`config.mk`:
```
export PLATFORM = sky130hd
export DESIGN_NAME = sc_t0_xcvr
export DESIGN_NICKNAME = d
export VERILOG_FILES = /design/src/rtl/sc_t0_pkg.sv /design/src/rtl/sc_t0_tx.sv /design/src/rtl/sc_t0_rx.sv /design/src/rtl/sc_t0_errcnt.sv /design/src/rtl/sc_t0_xcvr.sv
export SDC_FILE = /design/constraint.sdc
export NUM_CORES = 1
export LEC_CHECK = 0
export BUFFER_PORTS_ARGS = -buffer_cell sky130_fd_sc_hd__buf_2
export CORE_ASPECT_RATIO = 1.2
export CORE_UTILIZATION = 52
export CTS_CLUSTER_SIZE = 12
export DETAILED_ROUTE_END_ITERATION = 10
export GPL_ROUTABILITY_DRIVEN = 0
export HOLD_SLACK_MARGIN = 0.1
export PLACE_DENSITY_LB_ADDON = 0.25
export SLEW_MARGIN = 20
export SYNTH_ARGS = -nofsm -noshare
export SYNTH_HDL_FRONTEND = slang
export SYNTH_HIERARCHICAL = 1
export SYNTH_SLANG_ARGS = --single-unit
```
`constraint.sdc`:
```
create_clock -name clk -period 1.7 [get_ports clk]
set_clock_uncertainty 0.05 [all_clocks]
set_input_delay 0.17 -clock clk [delete_from_list [all_inputs] [get_ports clk]]
set_output_delay 0.17 -clock clk [all_outputs]
set_load 0.02 [all_outputs]
```
`src/rtl/sc_t0_pkg.sv`:
```
// Shared state encodings for the T=0 character transceiver.
// Assumes: nothing beyond IEEE 1800-2017 packages.
package sc_t0_pkg;
    // Transmit sequencer states
    typedef enum logic [1:0] {TX_IDLE, TX_SHIFT, TX_GUARD} tx_state_e;
    // Receive sequencer states
    typedef enum logic [1:0] {RX_IDLE, RX_BITS, RX_NACK, RX_GUARD} rx_state_e;
    // Bit times of released line after the parity bit
    localparam int GUARD_BITS = 2;
endpackage

```
`src/rtl/sc_t0_tx.sv`:
```
// Transmit sequencer: serialises one character (start, DW data LSB first,
// even parity) then releases the line for the guard period, lengthened by
// one bit when the far end pulls the line low in the first guard bit.
// Assumes: tick pulses OSR times per bit; active low forces idle.
module sc_t0_tx
    import sc_t0_pkg::*;
#(
    parameter int OSR = 16,
    parameter int DW  = 8
) (
    input  logic          clk,
    input  logic          rst_n,
    input  logic          active,
    input  logic          tick,
    input  logic          line_in,
    input  logic [DW-1:0] data,
    input  logic          valid,
    output logic          ready,
    output logic          drive
);
    localparam int FB    = DW + 2;
    localparam int PH_W  = $clog2(OSR);
    localparam int IDX_W = $clog2(FB + GUARD_BITS + 1);
    localparam logic [PH_W-1:0]  PH_LAST  = PH_W'(OSR - 1);
    localparam logic [PH_W-1:0]  PH_MID   = PH_W'(OSR / 2 - 1);
    localparam logic [IDX_W-1:0] IDX_PAR  = IDX_W'(FB - 1);
    localparam logic [IDX_W-1:0] G_LAST   = IDX_W'(GUARD_BITS - 1);
    localparam logic [IDX_W-1:0] G_LASTX  = IDX_W'(GUARD_BITS);

    tx_state_e         state;
    logic [PH_W-1:0]   ph;
    logic [IDX_W-1:0]  idx;
    logic [FB-1:0]     shreg;
    logic              ext;

    // Sequencer: load on handshake, shift per bit, then timed guard
    always_ff @(posedge clk) begin
        if (!rst_n) begin
            state <= TX_IDLE;
            ph    <= '0;
            idx   <= '0;
            shreg <= '1;
            ext   <= 1'b0;
        end else if (!active) begin
            state <= TX_IDLE;
            ext   <= 1'b0;
        end else begin
            case (state)
                TX_IDLE: begin
                    if (valid) begin
                        shreg <= {^data, data, 1'b0};
                        ph    <= '0;
                        idx   <= '0;
                        state <= TX_SHIFT;
                    end
                end
                TX_SHIFT: begin
                    if (tick) begin
                        if (ph == PH_LAST) begin
                            ph    <= '0;
                            shreg <= {1'b1, shreg[FB-1:1]};
                            if (idx == IDX_PAR) begin
                                idx   <= '0;
                                ext   <= 1'b0;
                                state <= TX_GUARD;
                            end else begin
                                idx <= idx + 1'b1;
                            end
                        end else begin
                            ph <= ph + 1'b1;
                        end
                    end
                end
                TX_GUARD: begin
                    if (tick) begin
                        if (ph == PH_MID && idx == '0 && !line_in)
                            ext <= 1'b1;
                        if (ph == PH_LAST) begin
                            ph <= '0;
                            if (idx == (ext ? G_LASTX : G_LAST))
                                state <= TX_IDLE;
                            else
                                idx <= idx + 1'b1;
                        end else begin
                            ph <= ph + 1'b1;
                        end
                    end
                end
                default: state <= TX_IDLE;
            endcase
        end
    end

    assign ready = active && (state == TX_IDLE);
    assign drive = (state == TX_SHIFT) && !shreg[0];

    // the cycle after a handshake carries the low start bit
    p_start_low_r1: assert property (@(posedge clk) disable iff (!rst_n)
        (valid && ready) |=> drive);
    // leaving the parity bit releases the line
    p_guard_release_r2: assert property (@(posedge clk) disable iff (!rst_n)
        (active && tick && state == TX_SHIFT && idx == IDX_PAR && ph == PH_LAST)
        |=> !drive);
endmodule

```
`src/rtl/sc_t0_rx.sv`:
```
// Receive sequencer: detects a start bit, samples DW data bits and parity
// at mid-bit, delivers good bytes, and on bad parity either pulls the line
// low for one bit or records that the pulse was inhibited. Keeps the two
// sticky flags.
// Assumes: tick pulses OSR times per bit; active low forces idle.
module sc_t0_rx
    import sc_t0_pkg::*;
#(
    parameter int OSR = 16,
    parameter int DW  = 8
) (
    input  logic          clk,
    input  logic          rst_n,
    input  logic          active,
    input  logic          tick,
    input  logic          line_in,
    input  logic          inhibit,
    input  logic          perr_clr,
    input  logic          inh_clr,
    output logic [DW-1:0] rx_data,
    output logic          rx_valid,
    output logic          err_pulse,
    output logic          parity_err,
    output logic          nack_inh,
    output logic          drive
);
    localparam int FB    = DW + 2;
    localparam int PH_W  = $clog2(OSR);
    localparam int IDX_W = $clog2(FB + 1);
    localparam logic [PH_W-1:0]  PH_LAST = PH_W'(OSR - 1);
    localparam logic [PH_W-1:0]  PH_MID  = PH_W'(OSR / 2 - 1);
    localparam logic [IDX_W-1:0] IDX_PAR = IDX_W'(FB - 1);
    localparam logic [IDX_W-1:0] G_LAST  = IDX_W'(GUARD_BITS - 1);

    rx_state_e        state;
    logic [PH_W-1:0]  ph;
    logic [IDX_W-1:0] idx;
    logic [DW-1:0]    shreg;
    logic             nack_q;

    // Sequencer: start check, mid-bit sampling, error pulse and guard wait
    always_ff @(posedge clk) begin
        if (!rst_n) begin
            state     <= RX_IDLE;
            ph        <= '0;
            idx       <= '0;
            shreg     <= '0;
            nack_q    <= 1'b0;
            rx_data   <= '0;
            rx_valid  <= 1'b0;
            err_pulse <= 1'b0;
        end else begin
            rx_valid  <= 1'b0;
            err_pulse <= 1'b0;
            if (!active) begin
                state <= RX_IDLE;
            end else begin
                case (state)
                    RX_IDLE: begin
                        if (tick && !line_in) begin
                            ph    <= '0;
                            idx   <= '0;
                            state <= RX_BITS;
                        end
                    end
                    RX_BITS: begin
                        if (tick) begin
                            if (ph == PH_MID) begin
                                if (idx == '0) begin
                                    if (line_in) state <= RX_IDLE;
                                end else if (idx == IDX_PAR) begin
                                    if (^{line_in, shreg}) begin
                                        err_pulse <= 1'b1;
                                        nack_q    <= !inhibit;
                                    end else begin
                                        rx_data  <= shreg;
                                        rx_valid <= 1'b1;
                                        nack_q   <= 1'b0;
                                    end
                                end else begin
                                    shreg <= {line_in, shreg[DW-1:1]};
                                end
                            end
                            if (ph == PH_LAST) begin
                                ph <= '0;
                                if (idx == IDX_PAR) begin
                                    idx   <= '0;
                                    state <= nack_q ? RX_NACK : RX_GUARD;
                                end else begin
                                    idx <= idx + 1'b1;
                                end
                            end else begin
                                ph <= ph + 1'b1;
                            end
                        end
                    end
                    RX_NACK: begin
                        if (tick) begin
                            if (ph == PH_LAST) begin
                                ph    <= '0;
                                idx   <= '0;
                                state <= RX_GUARD;
                            end else begin
                                ph <= ph + 1'b1;
                            end
                        end
                    end
                    RX_GUARD: begin
                        if (tick) begin
                            if (ph == PH_LAST) begin
                                ph <= '0;
                                if (idx == G_LAST) state <= RX_IDLE;
                                else               idx   <= idx + 1'b1;
                            end else begin
                                ph <= ph + 1'b1;
                            end
                        end
                    end
                    default: state <= RX_IDLE;
                endcase
            end
        end
    end

    // Sticky flags: clear pulses first, a new error in the same cycle wins
    always_ff @(posedge clk) begin
        if (!rst_n) begin
            parity_err <= 1'b0;
            nack_inh   <= 1'b0;
        end else begin
            if (perr_clr) parity_err <= 1'b0;
            if (inh_clr)  nack_inh   <= 1'b0;
            if (err_pulse) begin
                parity_err <= 1'b1;
                if (!nack_q) nack_inh <= 1'b1;
            end
        end
    end

    assign drive = (state == RX_NACK);

    // a delivered byte is a single-cycle pulse
    p_valid_pulse_r4: assert property (@(posedge clk) disable iff (!rst_n)
        rx_valid |=> !rx_valid);
    // an errored character is never delivered
    p_no_deliver_r5: assert property (@(posedge clk) disable iff (!rst_n)
        err_pulse |-> !rx_valid);
    // the error pulse starts only straight out of the bit sequence
    p_nack_origin_r6: assert property (@(posedge clk) disable iff (!rst_n)
        $rose(drive) |-> $past(state) == RX_BITS);
endmodule

```
`src/rtl/sc_t0_errcnt.sv`:
```
// Saturating receive error counter with clear-on-read; a read and a new
// error in one cycle leave a count of one.
// Assumes: inc and rd are single-cycle strobes.
module sc_t0_errcnt #(
    parameter int CW = 8
) (
    input  logic          clk,
    input  logic          rst_n,
    input  logic          inc,
    input  logic          rd,
    output logic [CW-1:0] count
);
    localparam logic [CW-1:0] CNT_MAX = '1;

    // Counter update: read clears, error adds one below the ceiling
    always_ff @(posedge clk) begin
        if (!rst_n)                    count <= '0;
        else if (rd)                   count <= inc ? CW'(1) : '0;
        else if (inc && count != CNT_MAX) count <= count + 1'b1;
    end

    // holds at the ceiling
    p_no_overflow_r8: assert property (@(posedge clk) disable iff (!rst_n)
        (inc && !rd && count == CNT_MAX) |=> count == CNT_MAX);
    // one step per error below the ceiling
    p_step_r8: assert property (@(posedge clk) disable iff (!rst_n)
        (inc && !rd && count != CNT_MAX) |=> count == CW'($past(count) + 1'b1));
    // a read with no error empties the counter
    p_read_clear_r9: assert property (@(posedge clk) disable iff (!rst_n)
        (rd && !inc) |=> count == '0);
endmodule

```
`src/rtl/sc_t0_xcvr.sv`:
```
// Top of the T=0 character transceiver: picks the direction from the two
// enables (neither runs when both are set), merges the line drive and
// hosts the error counter.
// Assumes: line_in is the resolved open-drain level, already synchronous.
module sc_t0_xcvr #(
    parameter int OSR = 16,
    parameter int DW  = 8,
    parameter int CW  = 8
) (
    input  logic          clk,
    input  logic          rst_n,
    input  logic          os_tick,
    input  logic          line_in,
    output logic          line_drive_low,
    input  logic          tx_en,
    input  logic          rx_en,
    input  logic          inhibit_nack,
    input  logic [DW-1:0] tx_data,
    input  logic          tx_valid,
    output logic          tx_ready,
    output logic [DW-1:0] rx_data,
    output logic          rx_valid,
    input  logic          nack_clr,
    input  logic          status_clr,
    input  logic          cnt_rd,
    output logic [CW-1:0] err_count,
    output logic          parity_err,
    output logic          nack_inhibited,
    output logic          dir_conflict
);
    logic tx_active, rx_active;
    logic tx_drive, rx_drive, err_pulse;

    assign dir_conflict = tx_en && rx_en;
    assign tx_active    = tx_en && !rx_en;
    assign rx_active    = rx_en && !tx_en;

    sc_t0_tx #(.OSR(OSR), .DW(DW)) u_tx (
        .clk     (clk),
        .rst_n   (rst_n),
        .active  (tx_active),
        .tick    (os_tick),
        .line_in (line_in),
        .data    (tx_data),
        .valid   (tx_valid),
        .ready   (tx_ready),
        .drive   (tx_drive)
    );

    sc_t0_rx #(.OSR(OSR), .DW(DW)) u_rx (
        .clk        (clk),
        .rst_n      (rst_n),
        .active     (rx_active),
        .tick       (os_tick),
        .line_in    (line_in),
        .inhibit    (inhibit_nack),
        .perr_clr   (status_clr),
        .inh_clr    (nack_clr),
        .rx_data    (rx_data),
        .rx_valid   (rx_valid),
        .err_pulse  (err_pulse),
        .parity_err (parity_err),
        .nack_inh   (nack_inhibited),
        .drive      (rx_drive)
    );

    sc_t0_errcnt #(.CW(CW)) u_cnt (
        .clk   (clk),
        .rst_n (rst_n),
        .inc   (err_pulse),
        .rd    (cnt_rd),
        .count (err_count)
    );

    assign line_drive_low = (tx_drive && tx_active) || (rx_drive && rx_active);

    // a direction conflict never leaves the line pulled or a byte offered
    p_excl_r11: assert property (@(posedge clk) disable iff (!rst_n)
        dir_conflict |-> (!line_drive_low && !tx_ready));
    // the first cycle out of reset is quiet
    p_reset_quiet_r12: assert property (@(posedge clk)
        !rst_n |=> (!line_drive_low && !rx_valid && err_count == '0));
endmodule

```
==> metrics.md <==
| Metric | Value |
|---|---|
| CTS tree | `built` |
| Mapped Area | `0.003301 mm²` |
| Drt first pass iters | `4` |
| Top cell type's share of synthesized area | `36.39%` |
| Synth area leaders | `dfxtp_1 36%, mux2i_1 6.7%, ha_1 4.5%, o21ai_0 3.5%, nand2_1 3.1%` |
| VDD IR max | `0.0007550 V` |
| Vias per cell | `5.774` |
| Routed wire length | `8234 µm` |
| Hold_sp | `tx_data[7]` |
| Ys flop type | `dfxtp_1` |
| Worst Hold Depth | `3` |
| Crit path time final | `1.799 ns` |
| Syn nets | `404` |
| Die footprint | `0.006672 mm²` |
| Area growth, synth to finish | `34.72%` |
| Cell taking the most area after synthesis | `dfxtp_1` |
| R2r worst-path depth | `5` |
| Final period util | `105.8%` |
| Slew Limit Fails | `0` |
| FFs w/ async S/R, synth | `0%` |
| Slack of the critical path | `-0.09890 ns` |
| CP max stage cell | `xnor3_2` |
| # diodes | `0` |
| Post-synth EDFFs | `0` |
| GR Util met1 | `28.60%` |
| Layout fillers | `456` |
| R2R setup slack | `-0.1 ns` |
| Mean Syn Cell Area | `8.849 µm²` |
| Fraction of layout cells with a size suffix above 1 | `35.64%` |
| Iter 0 DRT Violations | `139` |
| Net count, final | `490` |
| IO Pins | `41` |
| Routed Antenna Nets | `0` |
| WP data required | `1.92 ns` |
| IO buf count | `40` |
| Vias in the first global route | `2828` |
| Worst Max-Slew Pin Slew | `0.7589 ns` |
| Clock Latency Late Sink | `0.35 ns` |
| Final Hold Viols | `0` |
| Status | `finished, violations left` |
| Register Area | `0.001219 mm²` |
| Register clock-pin slew on the reported worst setup and hold paths | `0.07 ns` |
| Clk root buf | `clkbuf_8` |
| Placed cells | `517` |
| Most Crowded Layer GR | `met2` |
| Core Util, Final | `73.02%` |
| Gr usage total | `24.18%` |
| Number of setup violations in the final report | `10` |
| Crit path max-delay family | `XOR/XNOR gates` |
| Via count | `3147` |
| CTS max path bufs | `2` |
| Reg2reg end | `u_rx/rx_data[7]$_SDFFE_PN0P_` |
| Reg-to-reg critical path startpoint | `u_rx/shreg[7]$_SDFFE_PN0P_` |
| Commonest non-fill, non-tap cell in the layout | `dfxtp_1` |
| Drt wl/cell | `15.11 µm` |
| Setup crit start kind | `register` |
| Sequential element share of the synthesized area | `36.39%` |
| Htree depth | `3` |
| RSZ-0062 raised after global routing | `yes` |
| Setup TNS | `-0.4752 ns` |
| Max cap viols | `0` |
| Netlist cell types | `69` |
| Fin cells | `545` |
| #FFs+latches synth | `60` |
| Fmax | `0.5559 GHz` |
| Most frequent cells in the layout | `50 x dfxtp_1, 39 x buf_2, 37 x buf_4` |
| Worst setup EP type | `register` |
| Multi-input logic area | `0.002276 mm²` |
| GR met2 Demand/Resource | `42.67%` |
| Worst path cell trace | `xor2_1, xnor3_2, xnor2_4, nand3_1, a21oi_2` |
| Pwr dens | `672.8 mW/mm²` |
| Post-DP HPWL | `5126 µm` |
| Core Area | `0.006090 mm²` |
| Yosys warns | `6` |
| Slew Limit Headroom | `49.35%` |
| Total grt overflow | `0` |
| Die Span Y | `89.28 µm` |
| Failing checks | `setup timing` |
| Crit path max fanout | `5` |
| Starting Density | `54.20%` |
| Crit Path Category | `reg2reg` |
| CTS Buf Count | `9` |
| Site row count | `31` |
| Met3 usage | `5.411%` |
| Initial antenna violation count | `0` |
| Leak | `1.745 nW` |
| Syn Inst Count | `373` |
| Drc violations | `0` |
| Hold Crit Endpoint | `u_tx/shreg[8]$_SDFFE_PN1P_` |
| CP bufs+invs | `0` |
| First-pass GRT wire length | `12370 µm` |
| Hold Path Class | `in2reg` |
| CTS sink cnt | `60` |
| CP arrival | `2.02 ns` |
| Largest net degree at the start of global routing | `30` |
| Crit path largest cell delay | `0.60 ns` |
| Die X | `74.73 µm` |
## registers in the layout, indices dropped and copies added (netlist names), 2 cells and up, named ones only
register and flops:
u_rx/ph 4, u_rx/shreg 8, u_rx/rx_data 8, u_tx/state 2
u_tx/ph 4, u_cnt/count 8, u_rx/idx 4, u_tx/shreg 10
u_tx/idx 4
## repair_timing
item | 4_1_cts | 5_1_grt
hold buffers | 4 | 0
hold endpoints to repair | 4 | 0
gates cloned | 2 | 1
pin swaps | 4 | 19
gates resized for setup | 33 | 52
setup buffers | 1 | 6
setup endpoints to repair | 32 | 39
## worst register-to-register path, delay by kind of cell (launching register included)
family	cells	cell delay, ns
DFF	1	0.34
AOI/OAI and AO/OA	1	0.16
and+or+nand+nor	1	0.15
xor gates and xnor gates	3	1.02
## kinds of logic after synthesis
group | count (synthesis) | synth area share (%)
adder cells (fa/ha/maj) | 12 | 4.549
AND/OR/NAND/NOR | 137 | 23.28
multiplexers | 22 | 6.672
AO/OA/AOI/OAI | 91 | 18.80
flip-flops | 60 | 36.39
buffers and inverters | 33 | 4.056
XOR/XNOR | 18 | 6.255
## cells in the mapped netlist (all sizes together) (6+ instances only)
library cell   n
o21ai         24
ha            12
clkbuf         6
inv           19
nor2b          6
dfxtp         60
mux2i         22
nand2         28
nand3         20
nand2b         8
nand4          8
nor3           6
nor3b          7
xnor2         12
o211ai        12
nor2          24
a21oi         19
buf            8
## layer usage
layer | routed length, µm | part of all wire, % | vias up
met4 | 210 | 2.6 | 0
met2 | 4273 | 52 | 83
li1 | - | - | 1529
met3 | 280 | 3.4 | 17
met1 | 3470 | 42 | 1518
met5 | 0 | 0 | -
## layout make-up
class,count,area share (%)
Clock buffer,10,2.870
Clock inverter,5,1.210
Inverter,19,1.716
Multi-Input combinational cell,282,51.18
Sequential cell,60,27.41
Tap cell,82,2.307
Timing Repair Buffer,87,13.31
## how the worst max path moves through the flow
stage,endpoint,startpoint,depth (start not counted)
global route,u_rx/rx_data[7]$_SDFFE_PN0P_,u_rx/shreg[3]$_SDFFE_PN0P_,5
detailed placement,u_tx/idx[0]$_SDFFE_PN0P_,u_tx/state[0]$_SDFFE_PN0P_,7
floorplan,u_rx/state[0]$_SDFFE_PN0P_,u_rx/ph[1]$_SDFFE_PN0P_,6
finish,u_rx/rx_data[7]$_SDFFE_PN0P_,u_rx/shreg[7]$_SDFFE_PN0P_,5
CTS,line_drive_low,u_tx/state[1]$_SDFFE_PN0P_,7
global placement,u_tx/idx[2]$_SDFFE_PN0P_,u_tx/state[0]$_SDFFE_PN0P_,6
## report_power, final
part           switching [mW]  internal [mW]
clock network           0.570          0.663
registers              0.0119           1.42
logic                   0.168          0.156
total                   0.751           2.24
## per-stage QoR
step                      hold slack (ns)  power (mW)  setup WS (ns)  instance area, µm²
after floorplan                    0.2479       1.633        0.03737                3328
after detailed placement           0.3956       1.727       -0.07363                3839
final                              0.1150       2.992       -0.09890                4447
after global placement             0.3946       1.723       -0.01580                3839
after global routing               0.1333       3.092        -0.1512                4447
after CTS                          0.1098       2.977       -0.06459                4204
No activity file was read; power rests on OpenSTA's default activity.
